### config.mk
export PLATFORM = sky130hd
export DESIGN_NAME = remote_exdep
export DESIGN_NICKNAME = d
export VERILOG_FILES = /design/src/rtl/xd_pkg.sv /design/src/rtl/xd_mailbox.sv /design/src/rtl/xd_buffer.sv /design/src/rtl/xd_seq.sv /design/src/rtl/remote_exdep.sv
export SDC_FILE = /design/constraint.sdc
export NUM_CORES = 1
export LEC_CHECK = 0
export BUFFER_PORTS_ARGS = -buffer_cell sky130_fd_sc_hd__buf_2
export CORE_MARGIN = 2
export CORE_UTILIZATION = 55
export CTS_CLUSTER_DIAMETER = 30
export DETAILED_ROUTE_END_ITERATION = 7
export GPL_TIMING_DRIVEN = 0
export PLACE_DENSITY = 0.78
export SKIP_LAST_GASP = 1
export SLEW_MARGIN = 20
export SYNTH_ARGS = -nofsm -noshare
export SYNTH_HDL_FRONTEND = slang
export SYNTH_SLANG_ARGS = --single-unit
### constraint.sdc
create_clock -name clk -period 2.71 [get_ports clk]
set_input_delay 0.271 -clock clk [delete_from_list [all_inputs] [get_ports clk]]
set_output_delay 0.271 -clock clk [all_outputs]
set_load 0.01 [all_outputs]
### src/rtl/xd_pkg.sv
package xd_pkg;
    localparam int MB_W   = 16;
    localparam int BUF_W  = 36;
    localparam int MB_N   = 5;

    localparam logic [2:0] SEL_D1 = 3'd0;
    localparam logic [2:0] SEL_D2 = 3'd1;
    localparam logic [2:0] SEL_D3 = 3'd2;
    localparam logic [2:0] SEL_A1 = 3'd3;
    localparam logic [2:0] SEL_A2 = 3'd4;

    typedef enum logic [3:0] {
        S_IDLE, S_ADR1, S_ADR2, S_REQ, S_EXW,
        S_WD1, S_WD2, S_WD3, S_DPW, S_DONE
    } xd_state_e;

    typedef enum logic [1:0] {
        B_HOLD,   // keep contents
        B_SHLD,   // shift left one word, load feed into low word
        B_SHIFT,  // shift left one word, zero fill
        B_HOST    // load whole word from host
    } buf_op_e;

    // Command word presented to the host on a poll
    function automatic logic [BUF_W-1:0] mk_cmd(input logic [BUF_W-1:0] b,
                                                input logic dep,
                                                input logic prot_off);
        return {b[31:29], 2'b10, dep, ~prot_off, 5'b00000, b[23:0]};
    endfunction
endpackage

### src/rtl/xd_mailbox.sv
module xd_mailbox
    import xd_pkg::*;
(
    input  logic            clk,
    input  logic            rst,
    input  logic            we,
    input  logic [2:0]      sel,
    input  logic [MB_W-1:0] wdata,
    input  logic            seq_we,
    input  logic [2:0]      seq_sel,
    input  logic [MB_W-1:0] seq_wdata,
    input  logic            op_end,
    input  logic [2:0]      rsel,
    output logic [MB_W-1:0] rdata,
    input  logic [2:0]      feed_sel,
    output logic [MB_W-1:0] feed,
    output logic            dep_bit,
    output logic            start,
    output logic            prot_off
);
    logic [MB_W-1:0] mb [MB_N];

    always_ff @(posedge clk) begin
        if (rst) begin
            for (int i = 0; i < MB_N; i++) mb[i] <= '0;
            start    <= 1'b0;
            prot_off <= 1'b0;
        end else begin
            for (int i = 0; i < MB_N; i++) begin
                if (we && sel == 3'(i))
                    mb[i] <= wdata;
                else if (seq_we && seq_sel == 3'(i))
                    mb[i] <= seq_wdata;
            end
            if (we && sel == SEL_A2)      start <= 1'b1;
            else if (op_end)              start <= 1'b0;
            if (we && sel == SEL_A1)      prot_off <= wdata[11];
            else if (op_end)              prot_off <= 1'b0;
        end
    end

    always_comb begin
        rdata = (rsel < 3'(MB_N)) ? mb[rsel] : '0;
        feed  = (feed_sel < 3'(MB_N)) ? mb[feed_sel] : '0;
    end

    assign dep_bit = mb[SEL_A1][12];
endmodule

### src/rtl/xd_buffer.sv
module xd_buffer
    import xd_pkg::*;
(
    input  logic             clk,
    input  logic             rst,
    input  buf_op_e          op,
    input  logic [MB_W-1:0]  feed,
    input  logic [BUF_W-1:0] host_wdata,
    input  logic             wb_hi,
    output logic [BUF_W-1:0] buf_q,
    output logic [MB_W-1:0]  wb_data
);
    always_ff @(posedge clk) begin
        if (rst) buf_q <= '0;
        else begin
            unique case (op)
                B_SHLD:  buf_q <= {buf_q[BUF_W-MB_W-1:0], feed};
                B_SHIFT: buf_q <= {buf_q[BUF_W-MB_W-1:0], {MB_W{1'b0}}};
                B_HOST:  buf_q <= host_wdata;
                default: buf_q <= buf_q;
            endcase
        end
    end

    // Write-back source: top nibble for word 1, next 16 bits otherwise
    assign wb_data = wb_hi ? buf_q[BUF_W-5 -: MB_W]
                           : {{(MB_W-4){1'b0}}, buf_q[BUF_W-1 -: 4]};
endmodule

### src/rtl/xd_seq.sv
module xd_seq
    import xd_pkg::*;
#(
    parameter int TICKS = 8
) (
    input  logic       clk,
    input  logic       rst,
    input  logic       start,
    input  logic       dep_bit,
    input  logic       host_poll,
    input  logic       host_rd,
    input  logic       host_wr,
    output buf_op_e    buf_op,
    output logic [2:0] feed_sel,
    output logic       seq_we,
    output logic [2:0] seq_sel,
    output logic       wb_hi,
    output logic       op_end,
    output logic       is_dep,
    output logic       irq,
    output logic       xfer_cmd,
    output logic       xfer_dat,
    output logic       busy_done
);
    localparam int TW = (TICKS > 1) ? $clog2(TICKS) : 1;

    xd_state_e       state, nxt;
    logic [TW-1:0]   tick;
    logic            served;
    logic            last;

    assign last = (tick == TW'(TICKS - 1));

    always_comb begin
        nxt      = state;
        buf_op   = B_HOLD;
        feed_sel = SEL_A1;
        seq_we   = 1'b0;
        seq_sel  = SEL_D1;
        wb_hi    = 1'b0;
        op_end   = 1'b0;
        unique case (state)
            S_IDLE: if (start) nxt = S_ADR1;
            S_ADR1: if (last) begin buf_op = B_SHLD; nxt = S_ADR2; end
            S_ADR2: begin
                feed_sel = SEL_A2;
                if (last) begin buf_op = B_SHLD; nxt = S_REQ; end
            end
            S_REQ:  if (served && !host_poll) nxt = is_dep ? S_WD1 : S_EXW;
            S_EXW:  if (host_wr) begin buf_op = B_HOST; nxt = S_WD1; end
            S_WD1: begin
                feed_sel = SEL_D1;
                if (last) begin
                    nxt = S_WD2;
                    if (is_dep) buf_op = B_SHLD;
                    else begin seq_we = 1'b1; seq_sel = SEL_D1; end
                end
            end
            S_WD2: begin
                feed_sel = SEL_D2;
                if (last) begin
                    nxt = S_WD3;
                    if (is_dep) buf_op = B_SHLD;
                    else begin
                        buf_op = B_SHIFT; seq_we = 1'b1;
                        seq_sel = SEL_D2; wb_hi = 1'b1;
                    end
                end
            end
            S_WD3: begin
                feed_sel = SEL_D3;
                if (last) begin
                    nxt = is_dep ? S_DPW : S_DONE;
                    if (is_dep) buf_op = B_SHLD;
                    else begin seq_we = 1'b1; seq_sel = SEL_D3; wb_hi = 1'b1; end
                end
            end
            S_DPW:  if (served && !host_rd) nxt = S_DONE;
            S_DONE: if (last) begin op_end = 1'b1; nxt = S_IDLE; end
            default: nxt = S_IDLE;
        endcase
    end

    always_ff @(posedge clk) begin
        if (rst) begin
            state  <= S_IDLE;
            tick   <= '0;
            served <= 1'b0;
            is_dep <= 1'b0;
        end else begin
            state <= nxt;
            if (nxt != state) tick <= '0;
            else if (state inside {S_ADR1, S_ADR2, S_WD1, S_WD2, S_WD3, S_DONE})
                tick <= tick + 1'b1;
            if (nxt != state) served <= 1'b0;
            else if (xfer_cmd || xfer_dat) served <= 1'b1;
            if (state == S_ADR1 && last) is_dep <= dep_bit;
        end
    end

    assign irq       = (state == S_REQ) && !served;
    assign xfer_cmd  = (state == S_REQ) && host_poll;
    assign xfer_dat  = (state == S_DPW) && host_rd;
    assign busy_done = (state == S_DONE);
endmodule

### src/rtl/remote_exdep.sv
module remote_exdep
    import xd_pkg::*;
#(
    parameter int TICKS = 8
) (
    input  logic             clk,
    input  logic             rst,
    input  logic             mb_we,
    input  logic [2:0]       mb_sel,
    input  logic [MB_W-1:0]  mb_wdata,
    input  logic [2:0]       mb_rsel,
    output logic [MB_W-1:0]  mb_rdata,
    output logic             start_inv,
    output logic             host_irq,
    input  logic             host_poll,
    input  logic             host_rd,
    input  logic             host_wr,
    input  logic [BUF_W-1:0] host_wdata,
    output logic             bus_xfer,
    output logic [BUF_W-1:0] bus_data,
    output logic             done_o
);
    buf_op_e          buf_op;
    logic [2:0]       feed_sel, seq_sel;
    logic [MB_W-1:0]  feed, wb_data;
    logic             seq_we, wb_hi, op_end, is_dep, dep_bit;
    logic             start, prot_off, xfer_cmd, xfer_dat;
    logic [BUF_W-1:0] buf_q;

    xd_mailbox u_mb (
        .clk(clk), .rst(rst), .we(mb_we), .sel(mb_sel), .wdata(mb_wdata),
        .seq_we(seq_we), .seq_sel(seq_sel), .seq_wdata(wb_data),
        .op_end(op_end), .rsel(mb_rsel), .rdata(mb_rdata),
        .feed_sel(feed_sel), .feed(feed), .dep_bit(dep_bit),
        .start(start), .prot_off(prot_off)
    );

    xd_seq #(.TICKS(TICKS)) u_seq (
        .clk(clk), .rst(rst), .start(start), .dep_bit(dep_bit),
        .host_poll(host_poll), .host_rd(host_rd), .host_wr(host_wr),
        .buf_op(buf_op), .feed_sel(feed_sel), .seq_we(seq_we),
        .seq_sel(seq_sel), .wb_hi(wb_hi), .op_end(op_end), .is_dep(is_dep),
        .irq(host_irq), .xfer_cmd(xfer_cmd), .xfer_dat(xfer_dat),
        .busy_done(done_o)
    );

    xd_buffer u_buf (
        .clk(clk), .rst(rst), .op(buf_op), .feed(feed),
        .host_wdata(host_wdata), .wb_hi(wb_hi),
        .buf_q(buf_q), .wb_data(wb_data)
    );

    assign start_inv = ~start;
    assign bus_xfer  = xfer_cmd | xfer_dat;
    assign bus_data  = xfer_cmd ? mk_cmd(buf_q, is_dep, prot_off)
                     : xfer_dat ? buf_q : '0;
endmodule

==> results.ini, run 1 <==
[critical_path]
reg2reg_to = u_mb.mb[2][8]$_SDFFCE_PN0P_
regToRegStartpoint = u_seq.tick[1]$_SDFFE_PP0P_
path_cells = buf_2 > buf_1 > clkbuf_2 > nor4_1 > buf_2
critPathMaxStageDelay_ps = 490
endpoint_kind = primary output
rrSetupSlack_ps = 160
reg2regPathDepth = 7
worst-endpoint-arrival_ps = 2360
crit_start = u_seq.state[3]$_SDFF_PP0_
cp_slowest_cell = dfxtp_1
critical_path_peak_fanout = 10
crit_required_ps = 2440
crit_top_cell = buf_2
crit_type = reg -> out
start_kind = flip-flop

[routing]
drt-pass1-iter-count = 6
num_vias = 7378
wire_per_inst_um = 22.6
drt_iter0_markers = 1089
drtAntennaViolNets = 0
routed_wl_um = 26200
drc = 0
viasPerCell = 6.37

[global_route]
use_met3_pct = 11.6
grt.total_usage_pct = 36.4
grt_pass1_wl_um = 40100
grt_pass1_vias = 7114
use_met1_pct = 48.4
antenna_found_initial = 0
met2_usage_pct = 54.9
busiest_layer = met2
grt_max_degree = 17
grt-ovfl-total = 0

[hold_path]
hold_end = u_buf.buf_q[31]$_SDFFE_PP0P_
whs_path_depth = 3
hold_start = host_wdata[31]
hold_class = in -> reg

[floorplan]
ios = 120
start_util_pct = 55.9
die_area_um2 = 15000
die_h_um = 122
fp.dieW_um = 122
rows = 43
core-area_um2 = 13800

[power]
p_switching_mw = 1.36
combPwrFrac_pct = 11.0
peakVddDrop_uv = 443
power_leakage_nw = 3.55
pwr-share-seq_pct = 42.1
p_sw_share_pct = 25.6
internal_power_mw = 3.96
pwr-share-clk_pct = 46.9
powerDensity_nw_per_um2 = 580
totalPowerFinal_mw = 5.32

[clocking]
clk_pin_slew_ps = 60
cts_tree = built
cts-root-buf = clkbuf_16
cts_buffers = 17
hold_buffers = 0
clkSinkCount = 127
htreeDepth = 4
insertion_delay_ps = 430
cts_buffer_depth = 2

[placed_design]
io_buffers = 116
dp_hpwl_um = 18700
post_dp_cell_area_um2 = 8500
place_ws_ps = -195
gp_congestion = 1.00

[synthesis]
yosysUniqueCellTypes = 62
syn_area_um2 = 7700
syn_inst = 831
synth_edf_count = 80
ys_warn_count = 0
yosysSeqAreaShare_pct = 43.4
async_flop_share_pct = 0
postSynthAreaPerCell_um2 = 9.26
synth_seq_cells = 127
synth_ff_type = edfxtp_1
syn-num-nets = 898

[status]
status = complete, no violations

[sta]
hold_viol = 0
slew_viol_final = 0
clock.fmax_ghz = 0.381
worst_slew_pin_slew_ps = 1100
finClkSkew_ps = 6.07
worst_slack_ps = 82.8
final.setup.tns_ps = 0
period_needed_ps = 2630
max_slew_margin_pct = 26.7
fin_crit_sh_pct = 96.9
setup_viol = 0
rsz0062_at_grt = yes

[cells_and_area]
syn_to_final_growth_pct = 19.2
nets = 1033
n_antenna_cell = 0
final_area_um2 = 9180
drive_gt1_share_pct = 24.9
n_fill_cell = 1135

[job]
max_cap_viol_count = 0

-- per-stage QoR --
step                      util (%)  hold slack (ps)  instances
after floorplan                  -              421        831
after global routing          66.6              108       1159
after global placement        61.7              474       1127
after CTS                     66.4             90.3       1159
final                         66.6             98.9       1159
after detailed placement      61.7              475       1127
-- worst max-delay path by stage --
stage | end | slack (ps) | depth (start not counted)
3_3_place_gp | u_mb.mb[2][7]$_SDFFCE_PN0P_ | -180 | 7
3_5_place_dp | u_mb.mb[0][8]$_SDFFCE_PN0P_ | -200 | 4
4_1_cts | bus_data[11] | 0.3 | 8
5_1_grt | bus_data[18] | -5 | 7
6_report | host_irq | 80 | 5
2_1_floorplan | u_mb.mb[2][0]$_SDFFCE_PN0P_ | 430 | 7
-- state kept, by name, indices dropped and copies added (netlist names) --
| name | flops |
|---|---|
| u_mb.mb | 80 |
| u_buf.buf_q | 36 |
| u_seq.state | 4 |
| u_seq.tick | 3 |
| u_mb.prot_off | 1 |
| u_mb.start | 1 |
| u_seq.is_dep | 1 |
| u_seq.served | 1 |
-- kinds of logic (layout without fill, tap and decap cells) --
| logic type | after synthesis | in the layout | synth area share [%] |
|---|---|---|---|
| compound gates | 223 | 223 | 20.0 |
| buf+inv | 97 | 245 | 6.16 |
| mux | 37 | 37 | 7.41 |
| flops | 127 | 127 | 43.4 |
| fa+ha+maj | 3 | 3 | 0.488 |
| simple gates | 344 | 344 | 22.5 |
-- critical path, delay by kind of cell, from the launching register on --
family	cells	cell delay, ps
buffers and inverters	4	1320
flip-flops	1	490
AND/OR/NAND/NOR	1	100
-- cells in the final DEF (no fill, tap or decap), types with 5 or more instances in the layout --
cell       instances
buf_2            144
nand2_1          104
nor2_1            86
edfxtp_1          80
and2_1            77
a21oi_1           77
dfxtp_1           47
nand3_1           31
inv_1             25
o21ai_0           23
a311oi_1          21
mux2i_1           21
clkbuf_1          19
clkbuf_16         17
mux4_2            16
o22ai_1           15
a2bb2oi_1         15
a211oi_1          15
o211ai_1          13
buf_4             12
a211oi_2           9
clkbuf_2           7
nor2b_1            6
nand2b_1           6
and3_1             5
-- what timing repair did --
item / CTS / global route
setup buffers: 0 / 0
setup endpoints to repair: 36 / 65
gates resized for setup: 4 / 14
-- cells in the mapped netlist, types with 2 or more instances --
cell / n / share of area (%)
buf_1: 3 / 0.15
a32oi_1: 4 / 0.46
nand3b_1: 4 / 0.39
nor2b_1: 6 / 0.49
a311oi_1: 21 / 2.4
a31oi_1: 4 / 0.33
mux4_2: 16 / 4.7
nand4_1: 2 / 0.16
o2bb2ai_1: 3 / 0.34
nand2_1: 105 / 5.1
a2bb2oi_1: 15 / 1.7
a22o_1: 4 / 0.46
nor3b_2: 3 / 0.49
clkbuf_1: 25 / 1.2
o2111ai_1: 2 / 0.23
buf_2: 28 / 1.8
a211oi_1: 15 / 1.5
o21ai_0: 23 / 1.5
nor4_1: 3 / 0.24
buf_6: 4 / 0.59
o32ai_1: 2 / 0.23
nand3_1: 31 / 2.0
inv_1: 25 / 1.2
buf_4: 12 / 1.2
nor4b_2: 2 / 0.39
nand2b_1: 6 / 0.49
ha_1: 3 / 0.49
edfxtp_1: 80 / 31
a22oi_1: 4 / 0.39
dfxtp_1: 47 / 12
o211ai_1: 13 / 1.3
and2_1: 77 / 6.3
nor3_1: 2 / 0.13
a21oi_1: 78 / 5.1
o22ai_1: 15 / 1.2
and3_1: 5 / 0.41
nor2_1: 86 / 4.2
mux2i_1: 21 / 2.7
a211oi_2: 9 / 1.5
-- power by group through the flow --
| stage | combinational, mW | clock [mW] | sequential, mW |
|---|---|---|---|
| 5_1_grt | 0.633 | 2.57 | 2.25 |
| 4_1_cts | 0.572 | 2.49 | 2.24 |
| 6_report | 0.585 | 2.49 | 2.24 |
| 3_3_place_gp | 0.555 | 0 | 2.27 |
| 3_5_place_dp | 0.566 | 0 | 2.28 |
| 2_1_floorplan | 0.364 | 0 | 2.25 |
-- final cells by class --
class / count / area [µm²] / share of cell area, %
clock buffers: 18 / 429 / 4.68
clock inverters: 14 / 204 / 2.22
well taps: 180 / 225 / 2.45
flip-flops and latches: 127 / 3340 / 36.4
repair buffers: 116 / 581 / 6.33
multi-input cells: 607 / 3910 / 42.6
plain buffers: 72 / 389 / 4.24
inverters: 25 / 93.8 / 1.02
-- layer usage --
layer	up-vias	wire [µm]
li1	3292	-
met4	0	887
met3	84	3830
met2	615	11700
met5	-	0
met1	3387	9800
(Power assumes the default switching activity.)
==> inputs of run 2 (changes only) <==
--- a/config.mk
+++ b/config.mk
@@ -9,9 +9,10 @@
 export CORE_MARGIN = 2
 export CORE_UTILIZATION = 55
 export CTS_CLUSTER_DIAMETER = 30
+export CTS_CLUSTER_SIZE = 24
 export DETAILED_ROUTE_END_ITERATION = 7
 export GPL_TIMING_DRIVEN = 0
-export PLACE_DENSITY = 0.78
+export PLACE_DENSITY = 0.86
 export SKIP_LAST_GASP = 1
 export SLEW_MARGIN = 20
 export SYNTH_ARGS = -nofsm -noshare
==> constraint.sdc (replaced) <==
create_clock -name clk -period 3.2 [get_ports clk]
set_input_delay 0.32 -clock clk [delete_from_list [all_inputs] [get_ports clk]]
set_output_delay 0.32 -clock clk [all_outputs]
set_load 0.01 [all_outputs]
==> results.ini, run 2 (synthesized netlist as in run 1, its figures left out) <==
[floorplan]
fp.dieW_um = 122  ; unchanged
rows = 43  ; unchanged
die_h_um = 122  ; unchanged
core-area_um2 = 13800  ; unchanged
die_area_um2 = 15000  ; unchanged
ios = 120  ; unchanged
start_util_pct = 55.9  ; unchanged

[routing]
drt_iter0_markers = 1142  ; +4.9%
num_vias = 7457  ; +1.1%
drc = 0  ; unchanged
wire_per_inst_um = 22.6  ; +0.22%
viasPerCell = 6.43  ; +1.1%
drt-pass1-iter-count = 6  ; unchanged
routed_wl_um = 26200  ; +0.22%
drtAntennaViolNets = 0  ; unchanged

[sta]
max_slew_margin_pct = 31.6  ; +4.9 points
worst_slew_pin_slew_ps = 1020  ; -73.1 ps
final.setup.tns_ps = 0  ; unchanged
rsz0062_at_grt = no
clock.fmax_ghz = 0.344
slew_viol_final = 0  ; unchanged
fin_crit_sh_pct = 91.0
finClkSkew_ps = 8.51  ; +2.43 ps
hold_viol = 0  ; unchanged
setup_viol = 0  ; unchanged
period_needed_ps = 2910

[job]
max_cap_viol_count = 0  ; unchanged

[clocking]
cts_buffers = 17  ; unchanged
clkSinkCount = 127  ; unchanged
insertion_delay_ps = 430  ; about the same
cts_tree = built
clk_pin_slew_ps = 60  ; about the same
htreeDepth = 4  ; unchanged
cts-root-buf = clkbuf_16
cts_buffer_depth = 2  ; unchanged
cts_setup_buffers = 0  ; unchanged

[critical_path]
regToRegStartpoint = u_seq.tick[1]$_SDFFE_PP0P_
crit_start = u_seq.state[3]$_SDFF_PP0_
reg2reg_to = u_mb.mb[2][2]$_SDFFCE_PN0P_
crit_end = host_irq
crit_required_ps = 2880  ; +440 ps
critical_path_peak_fanout = 10  ; unchanged
reg2regPathDepth = 7  ; unchanged
endpoint_kind = primary output
worst-endpoint-arrival_ps = 2590  ; +230 ps
rrSetupSlack_ps = 420  ; +260 ps
start_kind = flip-flop
crit_type = reg -> out

[global_route]
grt_pass1_vias = 7129  ; +0.21%
grt.total_usage_pct = 36.4  ; -0.066 points
antenna_found_initial = 0  ; unchanged
grt_pass1_wl_um = 39800  ; -0.59%
grt_max_degree = 17  ; unchanged
grt-ovfl-total = 0  ; unchanged

[power]
totalPowerFinal_mw = 4.32  ; -19%
peakVddDrop_uv = 337  ; -24%
power_leakage_nw = 3.51  ; -1.2%
powerDensity_nw_per_um2 = 475  ; -18%

[placed_design]
io_buffers = 116  ; unchanged
gp_congestion = 0.967  ; -3.5%
dp_hpwl_um = 18900  ; +0.96%

[cells_and_area]
drive_gt1_share_pct = 24.1  ; -0.82 points
nets = 1033  ; unchanged
mostFrequentLayoutCells = buf_2 (144), nand2_1 (104), nor2_1 (86)
largest-register = u_mb.mb
n_fill_cell = 1140  ; +0.44%
reg.largest.list = u_mb.mb x80, u_buf.buf_q x36, u_seq.state x4
largest_reg_flops = 80  ; unchanged
layout.cells.most_common = buf_2
n_antenna_cell = 0  ; unchanged
syn_to_final_growth_pct = 18.1

[hold_path]
hold_class = in -> reg

[status]
status = complete, no violations

## run 2: final cells by class
| class | instances | area, µm² | share of cell area, % |
|---|---|---|---|
| plain buffers | 72 | 380 | 4.19 |
| multi-input cells | 607 | 3880 | 42.8 |
| clock buffers | 22 | 508 | 5.59 |
| inverters | 25 | 93.8 | 1.03 |
| flip-flops and latches | 127 | 3340 | 36.8 |
| well taps | 180 | 225 | 2.48 |
| clock inverters | 10 | 71.3 | 0.785 |
| repair buffers | 116 | 581 | 6.39 |
## run 2: critical path, cell delays in order (launching register included)
cell      delay [ps]
dfxtp_1          500
buf_2            290
buf_1            430
clkbuf_1         630
nor4_1           130
buf_2            180
## run 2: layer usage
layer / vias up / GRT usage [%] / part of all wire, %
li1: 3290 / - / -
met1: 3407 / 48.9 / 37
met2: 660 / 56.6 / 45
met3: 100 / 7.39 / 14
met4: 0 / 17.3 / 4.2
met5: - / 0 / 0
## run 2: how the worst min path moves through the flow
stage	startpoint	end	slack, ps	cells past startpoint
after detailed placement	u_mb.prot_off$_SDFFE_PP0P_	u_mb.prot_off$_SDFFE_PP0P_	470	2
after CTS	host_wdata[20]	u_buf.buf_q[20]$_SDFFE_PP0P_	150	3
after global routing	host_wdata[30]	u_buf.buf_q[30]$_SDFFE_PP0P_	170	3
after floorplan	u_mb.prot_off$_SDFFE_PP0P_	u_mb.prot_off$_SDFFE_PP0P_	450	2
after global placement	u_mb.prot_off$_SDFFE_PP0P_	u_mb.prot_off$_SDFFE_PP0P_	470	2
final	host_wdata[20]	u_buf.buf_q[20]$_SDFFE_PP0P_	150	3
## run 2: report_power, final
| group | switching [mW] | internal, mW |
|---|---|---|
| Sequential | 0.0641 | 1.84 |
| Combinational | 0.309 | 0.195 |
| Clock | 0.775 | 1.13 |
## run 2: what timing repair did
action,in CTS,in global routing
resized for setup,0,2
hold buffers,0,0
endpoints found under the setup margin,0,26
## run 2: stage by stage
stage	hold WS, ps	instance area [µm²]	util (%)	worst slack [ps]	cells
final	149	9090	66.0	290	1159
after CTS	146	9080	65.9	192	1159
after detailed placement	474	8500	61.7	278	1127
after global routing	174	9090	66.0	159	1159
after floorplan	448	7700	-	925	831
after global placement	469	8500	61.7	313	1127
